File: src/rtl/can_rx_cond.sv
module can_rx_cond #(
  parameter int SYNC_STAGES = 2,
  parameter bit IDLE_LEVEL  = 1'b1
) (
  input  logic clk,
  input  logic rst_n,
  input  logic enable,
  input  logic cfg_loopback,
  input  logic cfg_triple,
  input  logic tq_tick,
  input  logic sample_pt,
  input  logic tx_bit,
  input  logic ack_slot,
  input  logic rx_pin,
  output logic tx_pin,
  output logic rx_bit,
  output logic rx_valid
);

  logic [SYNC_STAGES-1:0] sync_q;
  logic                   lb_q, tri_q;
  logic [1:0]             hist_q;
  logic                   line, vote, decided;

  always_ff @(posedge clk or negedge rst_n)
    if (!rst_n) sync_q <= {SYNC_STAGES{IDLE_LEVEL}};
    else        sync_q <= {sync_q[SYNC_STAGES-2:0], rx_pin};

  always_ff @(posedge clk or negedge rst_n)
    if (!rst_n) begin
      lb_q  <= 1'b0;
      tri_q <= 1'b0;
    end else if (!enable) begin
      lb_q  <= cfg_loopback;
      tri_q <= cfg_triple;
    end

  assign line    = lb_q ? (ack_slot ? ~IDLE_LEVEL : tx_bit) : sync_q[SYNC_STAGES-1];
  assign vote    = (hist_q[1] & hist_q[0]) | (hist_q[1] & line) | (hist_q[0] & line);
  assign decided = tri_q ? vote : line;
  assign tx_pin  = (!enable || lb_q) ? IDLE_LEVEL : tx_bit;

  always_ff @(posedge clk or negedge rst_n)
    if (!rst_n)                  hist_q <= {2{IDLE_LEVEL}};
    else if (enable && tq_tick)  hist_q <= {hist_q[0], line};

  always_ff @(posedge clk or negedge rst_n)
    if (!rst_n) begin
      rx_bit   <= IDLE_LEVEL;
      rx_valid <= 1'b0;
    end else begin
      rx_valid <= enable && tq_tick && sample_pt;
      if (enable && tq_tick && sample_pt) rx_bit <= decided;
    end

  p_mode_frozen_r9: assert property (@(posedge clk) disable iff (!rst_n)
    (enable && $past(enable)) |-> ($stable(lb_q) && $stable(tri_q)));

  p_valid_cause_r7: assert property (@(posedge clk) disable iff (!rst_n)
    rx_valid |-> $past(enable && tq_tick && sample_pt));

  p_bit_hold_r7: assert property (@(posedge clk) disable iff (!rst_n)
    !rx_valid |-> $stable(rx_bit));

  p_lb_ack_r4: assert property (@(posedge clk) disable iff (!rst_n)
    (rx_valid && $past(lb_q && ack_slot && !tri_q)) |-> (rx_bit == ~IDLE_LEVEL));

  p_single_r5: assert property (@(posedge clk) disable iff (!rst_n)
    (rx_valid && !$past(tri_q)) |-> (rx_bit == $past(line)));

  p_lb_tx_idle_r3: assert property (@(posedge clk) disable iff (!rst_n)
    (enable && $past(enable) && $past(cfg_loopback, 1) && lb_q) |-> tx_pin == IDLE_LEVEL);

endmodule

File: config.mk
export PLATFORM = sky130hd
export DESIGN_NAME = can_rx_cond
export DESIGN_NICKNAME = d
export VERILOG_FILES = /design/src/rtl/can_rx_cond.sv
export SDC_FILE = /design/constraint.sdc
export NUM_CORES = 1
export LEC_CHECK = 0
export ABC_AREA = 1
export ABC_CLOCK_PERIOD_IN_PS = 1000
export BUFFER_PORTS_ARGS = -buffer_cell sky130_fd_sc_hd__buf_4
export CORE_AREA = 2 2 39 41
export CTS_CLUSTER_DIAMETER = 80
export DETAILED_ROUTE_END_ITERATION = 8
export DIE_AREA = 0 0 41 43
export PLACE_DENSITY_LB_ADDON = 0.3
export SETUP_SLACK_MARGIN = 0.3
export SLEW_MARGIN = 15
export SYNTH_ARGS = -nofsm -noshare
export SYNTH_HDL_FRONTEND = slang
export SYNTH_SLANG_ARGS = --single-unit
File: constraint.sdc
create_clock -name clk -period 1 [get_ports clk]
set_input_delay 0.15 -clock clk [delete_from_list [all_inputs] [get_ports clk]]
set_output_delay 0.15 -clock clk [all_outputs]
set_load 0.05 [all_outputs]
==> reports/metrics.csv, run 1 <==
metric;value;unit
data_required_time_at_the_worst_endpoint;0.85;ns
yosys_warnings;0;
number_of_global_route_vias_before_repair;320;
hold_viol;0;
dp.final_hpwl;476.9;µm
yosys.cell_types.count;11;
timing.fmax;882.0;MHz
first_pass_grt_wire_length;1159;µm
numPortBuffers;12;
detail_route.iter0.violations;3;
gpl_wtd_cong;0.6743;
min_delay_path_depth;3;
fill_cells;138;
reg2reg_depth;7;
postRouteWirelength;719;µm
ys_ff_latch;8;
setup_viol;4;
antenna_cells;0;
synth_sequential_area_ratio;60.22;%
ant_nets;0;
timing.setup.tns;-0.3141;ns
violations;negative setup slack;
syn-mean-instance-area;8.571;µm²
timing_worst_setup_path_type;reg2out;
timing.final.crit_period;1.134;ns
cp_max_fo;2;
worstSkewPairLatency;0.25;ns
largest_net_degree_at_the_start_of_global_routing;9;
synthesis.area;342.8;µm²
layout_cell_share_with_drive_strength_beyond_1;50.82;%
max_stage_delay;0.41;ns
via_per_inst;3.961;
holdCritStartpoint;cfg_triple;
critical_path.slowest_cell;dfrtp_1;
leakage;0.3025;nW
cp_data_arrival_time;0.98;ns
flow.area_growth_from_synthesis;66.42;%
inserted_clock_buffers;3;
routed_wire_length_per_instance;9.338;µm
vdd_drop_max;0.6531;mV
ios;13;
globalRoute.totalOverflow;0;
htree_num_levels;1;
placement_rows;14;
critPathTopFamily;flip-flops;
num-nets-final;72;
status;finished, violations left;
end_kind;output pin;
worstMarginPinSlew;0.1561;ns
p_per_area;1556;nW/µm²
antenna_found_initial;0;
cp_cell_sequence;nor2_4, nand2_4, buf_8;
critPathBufInv;1;
clkSinkCount;8;
drc_errors;0;
die_x;41;µm
detailroute.via_count;305;
min-delay-path-class;in2reg;
path_clk_slew;0.06;ns
dp_worst_setup_slack;0.06255;ns
number_of_search_and_repair_iterations_in_the_first_detailed_routing_pass;3;
synthesis.instances;40;
rr_endpoint;hist_q[0];
worst_slack;-0.1337;ns
max_root_sink_buffers;2;
grt_setup_unrepaired;true;
cp-start-kind;flip-flop;
max_cap_violations;0;
critical_path.reg2reg.startpoint;lb_q;
report.final.slew_viol_count;0;
starting_density_of_the_core;24.77;%
core-area;1384;µm²
ff2ff_setup_slack;-0.05;ns
hold_path_end;tri_q;
syn_nets;50;
clock_tree_from_tritoncts;yes;
fp.dieArea;1763;µm²
period_share;113.4;%
clock_tree.root_cell;clkbuf_4;
grt_usage;10.36;%
dieHeight;43;µm
max-slew-margin-rel;89.57;%
clock_skew;0.004123;ns
[report_power, final]
group          switching (W)  total [W]  internal [W]
clock network       0.000106   0.000258      0.000152
logic               0.000118   0.000225      0.000107
registers          0.0000255   0.000404      0.000379
[worst max path at each step]
| stage | slack, ns | end | from | depth (start not counted) |
|---|---|---|---|---|
| final | -0.13 | tx_pin | lb_q | 3 |
| after global routing | -0.18 | tx_pin | lb_q | 3 |
| after CTS | -0.15 | tx_pin | lb_q | 3 |
| after detailed placement | 0.06 | tx_pin | lb_q | 3 |
| after global placement | 0.1 | tx_pin | lb_q | 3 |
| after floorplan | 0.03 | rx_bit | rx_bit | 4 |
[layout make-up]
cell class                      instances  area, µm²  area share, %
Tap cell                               16      20.02          3.509
Sequential cell                         8      207.7          36.40
Clock buffer                            4      26.28          4.605
Multi-Input combinational cell         23      123.9          21.71
Inverter                                9      33.78          5.921
Timing Repair Buffer                   17      158.9          27.85
[cell usage in the layout, fill, tap and decap left out]
cell,count
nand2_4,1
a21oi_1,1
buf_6,1
o21ai_1,1
buf_4,11
dfstp_2,5
dfrtp_1,2
dfrtp_2,1
nand3_2,1
inv_2,1
nor2_4,1
nand2_1,8
inv_1,8
clkbuf_4,3
dlygate4sd3_1,2
clkbuf_1,1
buf_8,3
nand3_1,1
o21ai_2,1
nand2_2,1
nor2_1,6
a21oi_2,1
[routing by layer]
layer  share of wire [%]  global-route usage (%)  wire, µm  vias to the layer above
met1                  39                   10.33       281                      133
met2                  55                   16.56       396                        8
li1                    -                       -         -                      162
met4                 1.7                   8.000        12                        0
met5                   0                       0         0                        -
met3                 3.9                   3.141        28                        2
[flip-flops by register name (all words and copies together), names as in the netlist]
register and cells:
hist_q 2, sync_q 2, lb_q 1, rx_bit 1, rx_valid 1, tri_q 1
[per-stage QoR]
| step | utilization [%] | hold slack (ns) | total power, W | instance area [µm²] | cells |
|---|---|---|---|---|---|
| finish | 41.23 | 0.1406 | 0.0008876 | 570.5 | 77 |
| global route | 41.23 | 0.1366 | 0.0009482 | 570.5 | 77 |
| CTS | 40.24 | 0.1341 | 0.0008897 | 556.8 | 76 |
| detailed placement | 33.54 | -0.02502 | 0.0005797 | 464.2 | 68 |
| global placement | 33.54 | -0.02600 | 0.0005776 | 464.2 | 68 |
| floorplan | - | -0.1456 | 0.0005121 | 354.1 | 40 |
[Yosys cell counts, drive strengths merged]
cell    n  area share, %
a21oi   2            4.0
dfrtp   3             22
dfstp   5             38
inv     9            9.9
nand2  10             11
nand3   2            4.4
nor2    7            7.7
o21ai   2            2.9
[cell families after synthesis]
logic type,share of synthesized area [%]
DFF,60.22
AOI/OAI and AO/OA,6.931
and+or+nand+nor,22.99
buffers and inverters,9.853
[what timing repair did]
item                                    CTS  global route
endpoints found under the setup margin    7             8
resized for setup                         8             3
hold buffers                              2             0
pin swaps                                 2             1
endpoints found under the hold margin     9             0
buffers inserted                          2             1
[tightest hold or removal path, delay by kind of cell]
kind                   cells  cell delay (ns)
AO/OA/AOI/OAI              1             0.07
AND/OR/NAND/NOR            1             0.04
buffers and inverters      1             0.08
(Power assumes the default switching activity.)
==> run 2, diff against run 1 <==
--- a/config.mk
+++ b/config.mk
@@ -5,7 +5,7 @@
 export SDC_FILE = /design/constraint.sdc
 export NUM_CORES = 1
 export LEC_CHECK = 0
-export ABC_AREA = 1
+export ABC_AREA = 0
 export ABC_CLOCK_PERIOD_IN_PS = 1000
 export BUFFER_PORTS_ARGS = -buffer_cell sky130_fd_sc_hd__buf_4
 export CORE_AREA = 2 2 39 41
==> reports/metrics.csv, run 2 <==
metric;value;unit;change
status;finished, violations left;;
violations;negative setup slack;;
cp-start-kind;flip-flop;;
numPortBuffers;12;;unchanged
ff2ff_setup_slack;-0.06;ns;about the same
period_share;110.3;%;-3.0 points
netlist.area_leader.share;39.92;%;+1.6 points
detailroute.via_count;255;;-16%
first_pass_grt_wire_length;1097;µm;-5.3%
number_of_global_route_vias_before_repair;285;;-11%
starting_density_of_the_core;23.78;%;-0.99 points
placedCellCount;53;;-22%
largest_net_degree_at_the_start_of_global_routing;9;;unchanged
grt_usage;10.14;%;-0.21 points
largest_registers;hist_q: 2 flops, sync_q: 2 flops;;
routed_wire_length_per_instance;10.63;µm;+14%
synth_most_common_cell;dfstp_2;;
die_x;41;µm;unchanged
min-delay-path-class;in2reg;;
grt_setup_unrepaired;true;;
timing.final.crit_period;1.103;ns;-0.03025 ns
synth_simple_gate_area_share;16.35;%;-6.6 points
clock_skew;0.001262;ns;-0.002861 ns
flow.area_growth_from_synthesis;61.98;%;
synth-xor-area-share;0;%;unchanged
fill_cells;138;;unchanged
inserted_clock_buffers;3;;unchanged
htree_num_levels;1;;unchanged
max-slew-margin-rel;87.77;%;-1.8 points
p_per_area;1665;nW/µm²;+7.0%
end_kind;output pin;;
globalRoute.totalOverflow;0;;unchanged
antenna_found_initial;0;;unchanged
yosys-mux-area-fraction;10.27;%;+10 points
leakage;0.2412;nW;-20%
placement_rows;14;;unchanged
mostFrequentLayoutCell;buf_4;;
asyncSetResetFlopFracSynth;100.0;%;unchanged
synth_compound_gate_area_share;9.506;%;+2.6 points
finalInstanceArea;533.0;µm²;-6.6%
report.final.slew_viol_count;0;;unchanged
rr_endpoint;rx_bit;;
final-seq-area;207.7;µm²;unchanged
fp.dieArea;1763;µm²;unchanged
critical_path.reg2reg.startpoint;lb_q;;
postRouteWirelength;638;µm;-11%
cp_data_arrival_time;0.95;ns;-0.03 ns
vdd_drop_max;0.6320;mV;-3.2%
yosys.cell_types.count;15;;+4
synthesis.instances;25;;-38%
path_clk_slew;0.05;ns;about the same
synth_enable_flop_cells;0;;unchanged
cp_max_fo;2;;unchanged
clock_tree_from_tritoncts;yes;;
timing_worst_setup_path_type;reg2out;;
yosys_warnings;0;;unchanged
core-area;1384;µm²;unchanged
synthesis.area;329.1;µm²;-4.0%
dieHeight;43;µm;unchanged
ys_top_cells_by_count;dfstp_2 (5), dfrtp_1 (3), nand2_1 (3);;
clock_tree.root_cell;clkbuf_4;;
layout.cells.most_common_list;buf_4 (10), dfstp_2 (5), mux2_4 (3), clkbuf_4 (3), buf_8 (3);;
layout_cell_share_with_drive_strength_beyond_1;68.18;%;+17 points
yosysTopAreaCell;dfstp_2;;
syn_nets;35;;-30%
synth_sequential_area_ratio;62.74;%;+2.5 points
dpl-instance-area;450.4;µm²;-3.0%
syn-mean-instance-area;13.16;µm²;+54%
synth_top_family_by_area;simple AND/OR/NAND/NOR gates;;
max_cap_violations;0;;unchanged
multi_input_logic_area;135.1;µm²;+9.1%
reg2reg_depth;4;;-3
detail_route.iter0.violations;3;;unchanged
timing.critical_path.to;tx_pin;;
drc_errors;0;;unchanged
top_reg_cell_synth;dfstp_2;;
antenna_cells;0;;unchanged
hold_viol;0;;unchanged
worstSetupStartpoint;lb_q;;
ant_nets;0;;unchanged
most_area_consuming_cells_after_synthesis;dfstp_2 (40%), dfrtp_1 (23%), mux2_2 (6.8%);;
via_per_inst;4.250;;+7.3%
worstMarginPinSlew;0.1834;ns;+0.02725 ns
setup_viol;3;;-1
worst_slack;-0.1035;ns;+0.03025 ns
num-nets-final;55;;-24%
number_of_search_and_repair_iterations_in_the_first_detailed_routing_pass;2;;-1
max_root_sink_buffers;2;;unchanged
timing.fmax;906.2;MHz;+2.7%
clkSinkCount;8;;unchanged
data_required_time_at_the_worst_endpoint;0.85;ns;about the same
ys_ff_latch;8;;unchanged
timing.setup.tns;-0.2571;ns;+0.05702 ns
layout.cells.non_filler;60;;-22%
post_synth_fa_ha_maj_area_fraction;0;%;unchanged
ios;13;;unchanged
gpl_wtd_cong;0.6954;;+3.1%
worstSkewPairLatency;0.25;ns;about the same
-- run 2: report_power, final --
group	switching, W	internal, W	total [W]	leakage [nW]
registers	0.0000317	0.000382	0.000414	0.0877
logic	0.0000938	0.000119	0.000212	0.139
clock network	0.000109	0.000153	0.000261	0.0150
-- run 2: per-stage QoR --
step	hold slack (ns)	utilization (%)	setup slack (ns)	total power, W
2_1_floorplan	-0.1456	-	0.04202	0.0005180
3_3_place_gp	-0.02849	32.55	0.03478	0.0005820
3_5_place_dp	-0.02858	32.55	0.004236	0.0005865
4_1_cts	0.1183	38.52	-0.1446	0.0009078
5_1_grt	0.1118	38.52	-0.1443	0.0009478
6_report	0.1301	38.52	-0.1035	0.0008875
-- run 2: cell type report --
cell class / instances / area share (%)
repair buffers: 15 / 26.29
well taps: 16 / 3.756
inverters: 1 / 0.7042
multi-input cells: 16 / 25.35
clock buffers: 4 / 4.930
flip-flops and latches: 8 / 38.97
-- run 2: cells by family after synthesis --
family,count (synthesis)
multiplexers,3
buffers and inverters,1
AND/OR/NAND/NOR,9
flip-flops,8
AO/OA/AOI/OAI,4
-- run 2: repair_timing --
action / in CTS / in global routing
pin swaps: 4 / 3
endpoints found under the setup margin: 8 / 8
gates resized for setup: 8 / 0
buffers inserted: 1 / 0
hold buffers: 2 / 0
endpoints found under the hold margin: 9 / 0
-- run 2: per-layer routing --
metal	part of all wire (%)	GRT usage [%]	wire length, µm
met1	41	10.96	264
met2	53	13.44	335
met3	5.8	6.283	37
met4	0	8.000	0
met5	0	0	0
-- run 2: how the worst min path moves through the flow --
stage                    end  depth (start not counted)  slack (ns)       start
floorplan               lb_q                          0       -0.15       rst_n
global placement       tri_q                          1       -0.03       rst_n
detailed placement  rx_valid                          1       -0.03       rst_n
CTS                    tri_q                          2        0.12  cfg_triple
global route           tri_q                          2        0.11  cfg_triple
finish                 tri_q                          2        0.13  cfg_triple
-- run 2: critical path: stages, from the launching register on --
cell and delay (ns):
dfrtp_1 0.39, nor2_2 0.10, nand2_2 0.06, buf_8 0.15
==> run 3, diff against run 2 <==
--- a/config.mk
+++ b/config.mk
@@ -9,6 +9,7 @@
 export ABC_CLOCK_PERIOD_IN_PS = 1000
 export BUFFER_PORTS_ARGS = -buffer_cell sky130_fd_sc_hd__buf_4
 export CORE_AREA = 2 2 39 41
+export CTS_BUF_LIST = sky130_fd_sc_hd__clkbuf_2 sky130_fd_sc_hd__clkbuf_4 sky130_fd_sc_hd__clkbuf_8
 export CTS_CLUSTER_DIAMETER = 80
 export DETAILED_ROUTE_END_ITERATION = 8
 export DIE_AREA = 0 0 41 43
==> reports/metrics.csv, run 3 (synthesis gave the netlist of run 2 again) <==
metric;value;unit;change
timing.fmax;906.9;MHz;about the same
gpl_wtd_cong;0.6954;;unchanged
placement_rows;14;;unchanged
data_required_time_at_the_worst_endpoint;0.85;ns;about the same
inserted_clock_buffers;3;;unchanged
number_of_global_route_vias_before_repair;283;;-0.70%
fill_cells;136;;-1.4%
max_root_sink_buffers;2;;unchanged
fp.dieArea;1763;µm²;unchanged
status;finished, violations left;;
max-slew-margin-rel;87.77;%;unchanged
dieHeight;43;µm;unchanged
num-nets-final;55;;unchanged
hold_viol;0;;unchanged
setup_viol;3;;unchanged
largest_net_degree_at_the_start_of_global_routing;9;;unchanged
via_per_inst;4.200;;-1.2%
routed_wire_length_per_instance;10.37;µm;-2.5%
period_share;110.3;%;about the same
detailroute.via_count;252;;-1.2%
first_pass_grt_wire_length;1055;µm;-3.8%
violations;negative setup slack;;
globalRoute.totalOverflow;0;;unchanged
power.share.clock;31.5;%;+2.1 points
largest_registers;hist_q: 2 flops, sync_q: 2 flops;;
p_seq_share;45.3;%;-1.4 points
cp_max_fo;2;;unchanged
min-delay-path-class;in2reg;;
ant_nets;0;;unchanged
cp-start-kind;flip-flop;;
htree_num_levels;1;;unchanged
dp_worst_setup_slack;0.004236;ns;unchanged
antenna_cells;0;;unchanged
flow.area_growth_from_synthesis;63.12;%;
grt_usage;9.838;%;-0.30 points
layout_cell_share_with_drive_strength_beyond_1;70.45;%;+2.3 points
ios;13;;unchanged
die_x;41;µm;unchanged
power_frac_comb;23.2;%;-0.7 points
clkSinkCount;8;;unchanged
worstMarginPinSlew;0.1834;ns;unchanged
p_per_area;1702;nW/µm²;+2.2%
grt_setup_unrepaired;true;;
layout.cells.most_common_list;buf_4 (10), dfstp_2 (5), clkbuf_4 (4);;
cell_internal_pwr;0.0006804;W;+4.1%
starting_density_of_the_core;23.78;%;unchanged
leakage;0.2446;nW;+1.4%
number_of_search_and_repair_iterations_in_the_first_detailed_routing_pass;2;;unchanged
antenna_found_initial;0;;unchanged
worstSkewPairLatency;0.25;ns;about the same
end_kind;output pin;;
cp_data_arrival_time;0.95;ns;about the same
drc_errors;0;;unchanged
timing.final.crit_period;1.103;ns;-0.0007900 ns
detail_route.iter0.violations;3;;unchanged
clock_tree.root_cell;clkbuf_4;;
numPortBuffers;12;;unchanged
vdd_drop_max;0.7350;mV;+16%
worst_slack;-0.1027;ns;+0.0007900 ns
timing.setup.tns;-0.2555;ns;+0.001589 ns
timing_worst_setup_path_type;reg2out;;
clock_tree_from_tritoncts;yes;;
mostFrequentLayoutCell;buf_4;;
path_clk_slew;0.05;ns;about the same
power.switching;0.0002332;W;-0.42%
report.final.slew_viol_count;0;;unchanged
p_sw_share;25.52;%;-0.86 points
postRouteWirelength;622;µm;-2.5%
core-area;1384;µm²;unchanged
max_cap_violations;0;;unchanged
clock_skew;0.001743;ns;+0.0004809 ns
run 3: cell counts in the layout (fill, tap and decap cells not counted):
No cell type changed its count.
run 3: final cells by class:
| cell class | count | area (µm²) | share of cell area (%) |
|---|---|---|---|
| Tap cell | 16 | 20.02 | 3.730 |
| Clock buffer | 4 | 30.03 | 5.594 |
| Timing Repair Buffer | 15 | 140.1 | 26.11 |
| Sequential cell | 8 | 207.7 | 38.69 |
| Multi-Input combinational cell | 16 | 135.1 | 25.17 |
| Inverter | 1 | 3.754 | 0.6993 |
run 3: power groups by stage:
stage / clock network [W] / logic, W / registers, W
final: 0.000287 / 0.000212 / 0.000414
after global routing: 0.000327 / 0.000228 / 0.000419
after CTS: 0.000308 / 0.000214 / 0.000413
after detailed placement: 0 / 0.000173 / 0.000414
after global placement: 0 / 0.000170 / 0.000412
after floorplan: 0 / 0.0000727 / 0.000445
run 3: routing by layer:
metal / track usage (%) / vias up / wire length (µm)
met4: 8.000 / 0 / 0
li1: - / 125 / -
met2: 12.81 / 7 / 324
met3: 6.283 / 0 / 37
met5: 0 / - / 0
met1: 10.63 / 120 / 260
run 3: path summary, 6_finish.rpt:
path / from / end / slack [ns] / cells after the start
hold / removal: cfg_triple / tri_q / 0.13 / 2
setup / recovery: lb_q / tx_pin / -0.10 / 3
max in group asynchronous: rst_n / sync_q[1] / 0.54 / 2
setup reg to reg: lb_q / rx_bit / -0.06 / 4
hold reg to reg: sync_q[0] / sync_q[1] / 0.36 / 0
min in group asynchronous: rst_n / rx_valid / 0.25 / 2
run 3: repair_timing:
action	4_1_cts	5_1_grt
hold endpoints to repair	9	0
hold buffers	2	0
setup endpoints to repair	8	8
gates resized for setup	8	0
pin swaps	4	3
buffers inserted	1	0
run 3: stage by stage:
| step | hold slack (ns) | util [%] | area, µm² | std cells | power (W) |
|---|---|---|---|---|---|
| 6_report | 0.1308 | 38.79 | 536.8 | 60 | 0.0009136 |
| 5_1_grt | 0.1114 | 38.79 | 536.8 | 60 | 0.0009748 |
| 4_1_cts | 0.1184 | 38.79 | 536.8 | 60 | 0.0009343 |
| 3_5_place_dp | -0.02858 | 32.55 | 450.4 | 53 | 0.0005865 |
| 3_3_place_gp | -0.02849 | 32.55 | 450.4 | 53 | 0.0005820 |
| 2_1_floorplan | -0.1456 | - | 340.3 | 25 | 0.0005180 |
run 3: worst max-delay path, stage by stage (launching register included):
cell,delay [ns]
dfrtp_1,0.39
nor2_2,0.10
nand2_2,0.06
buf_8,0.15
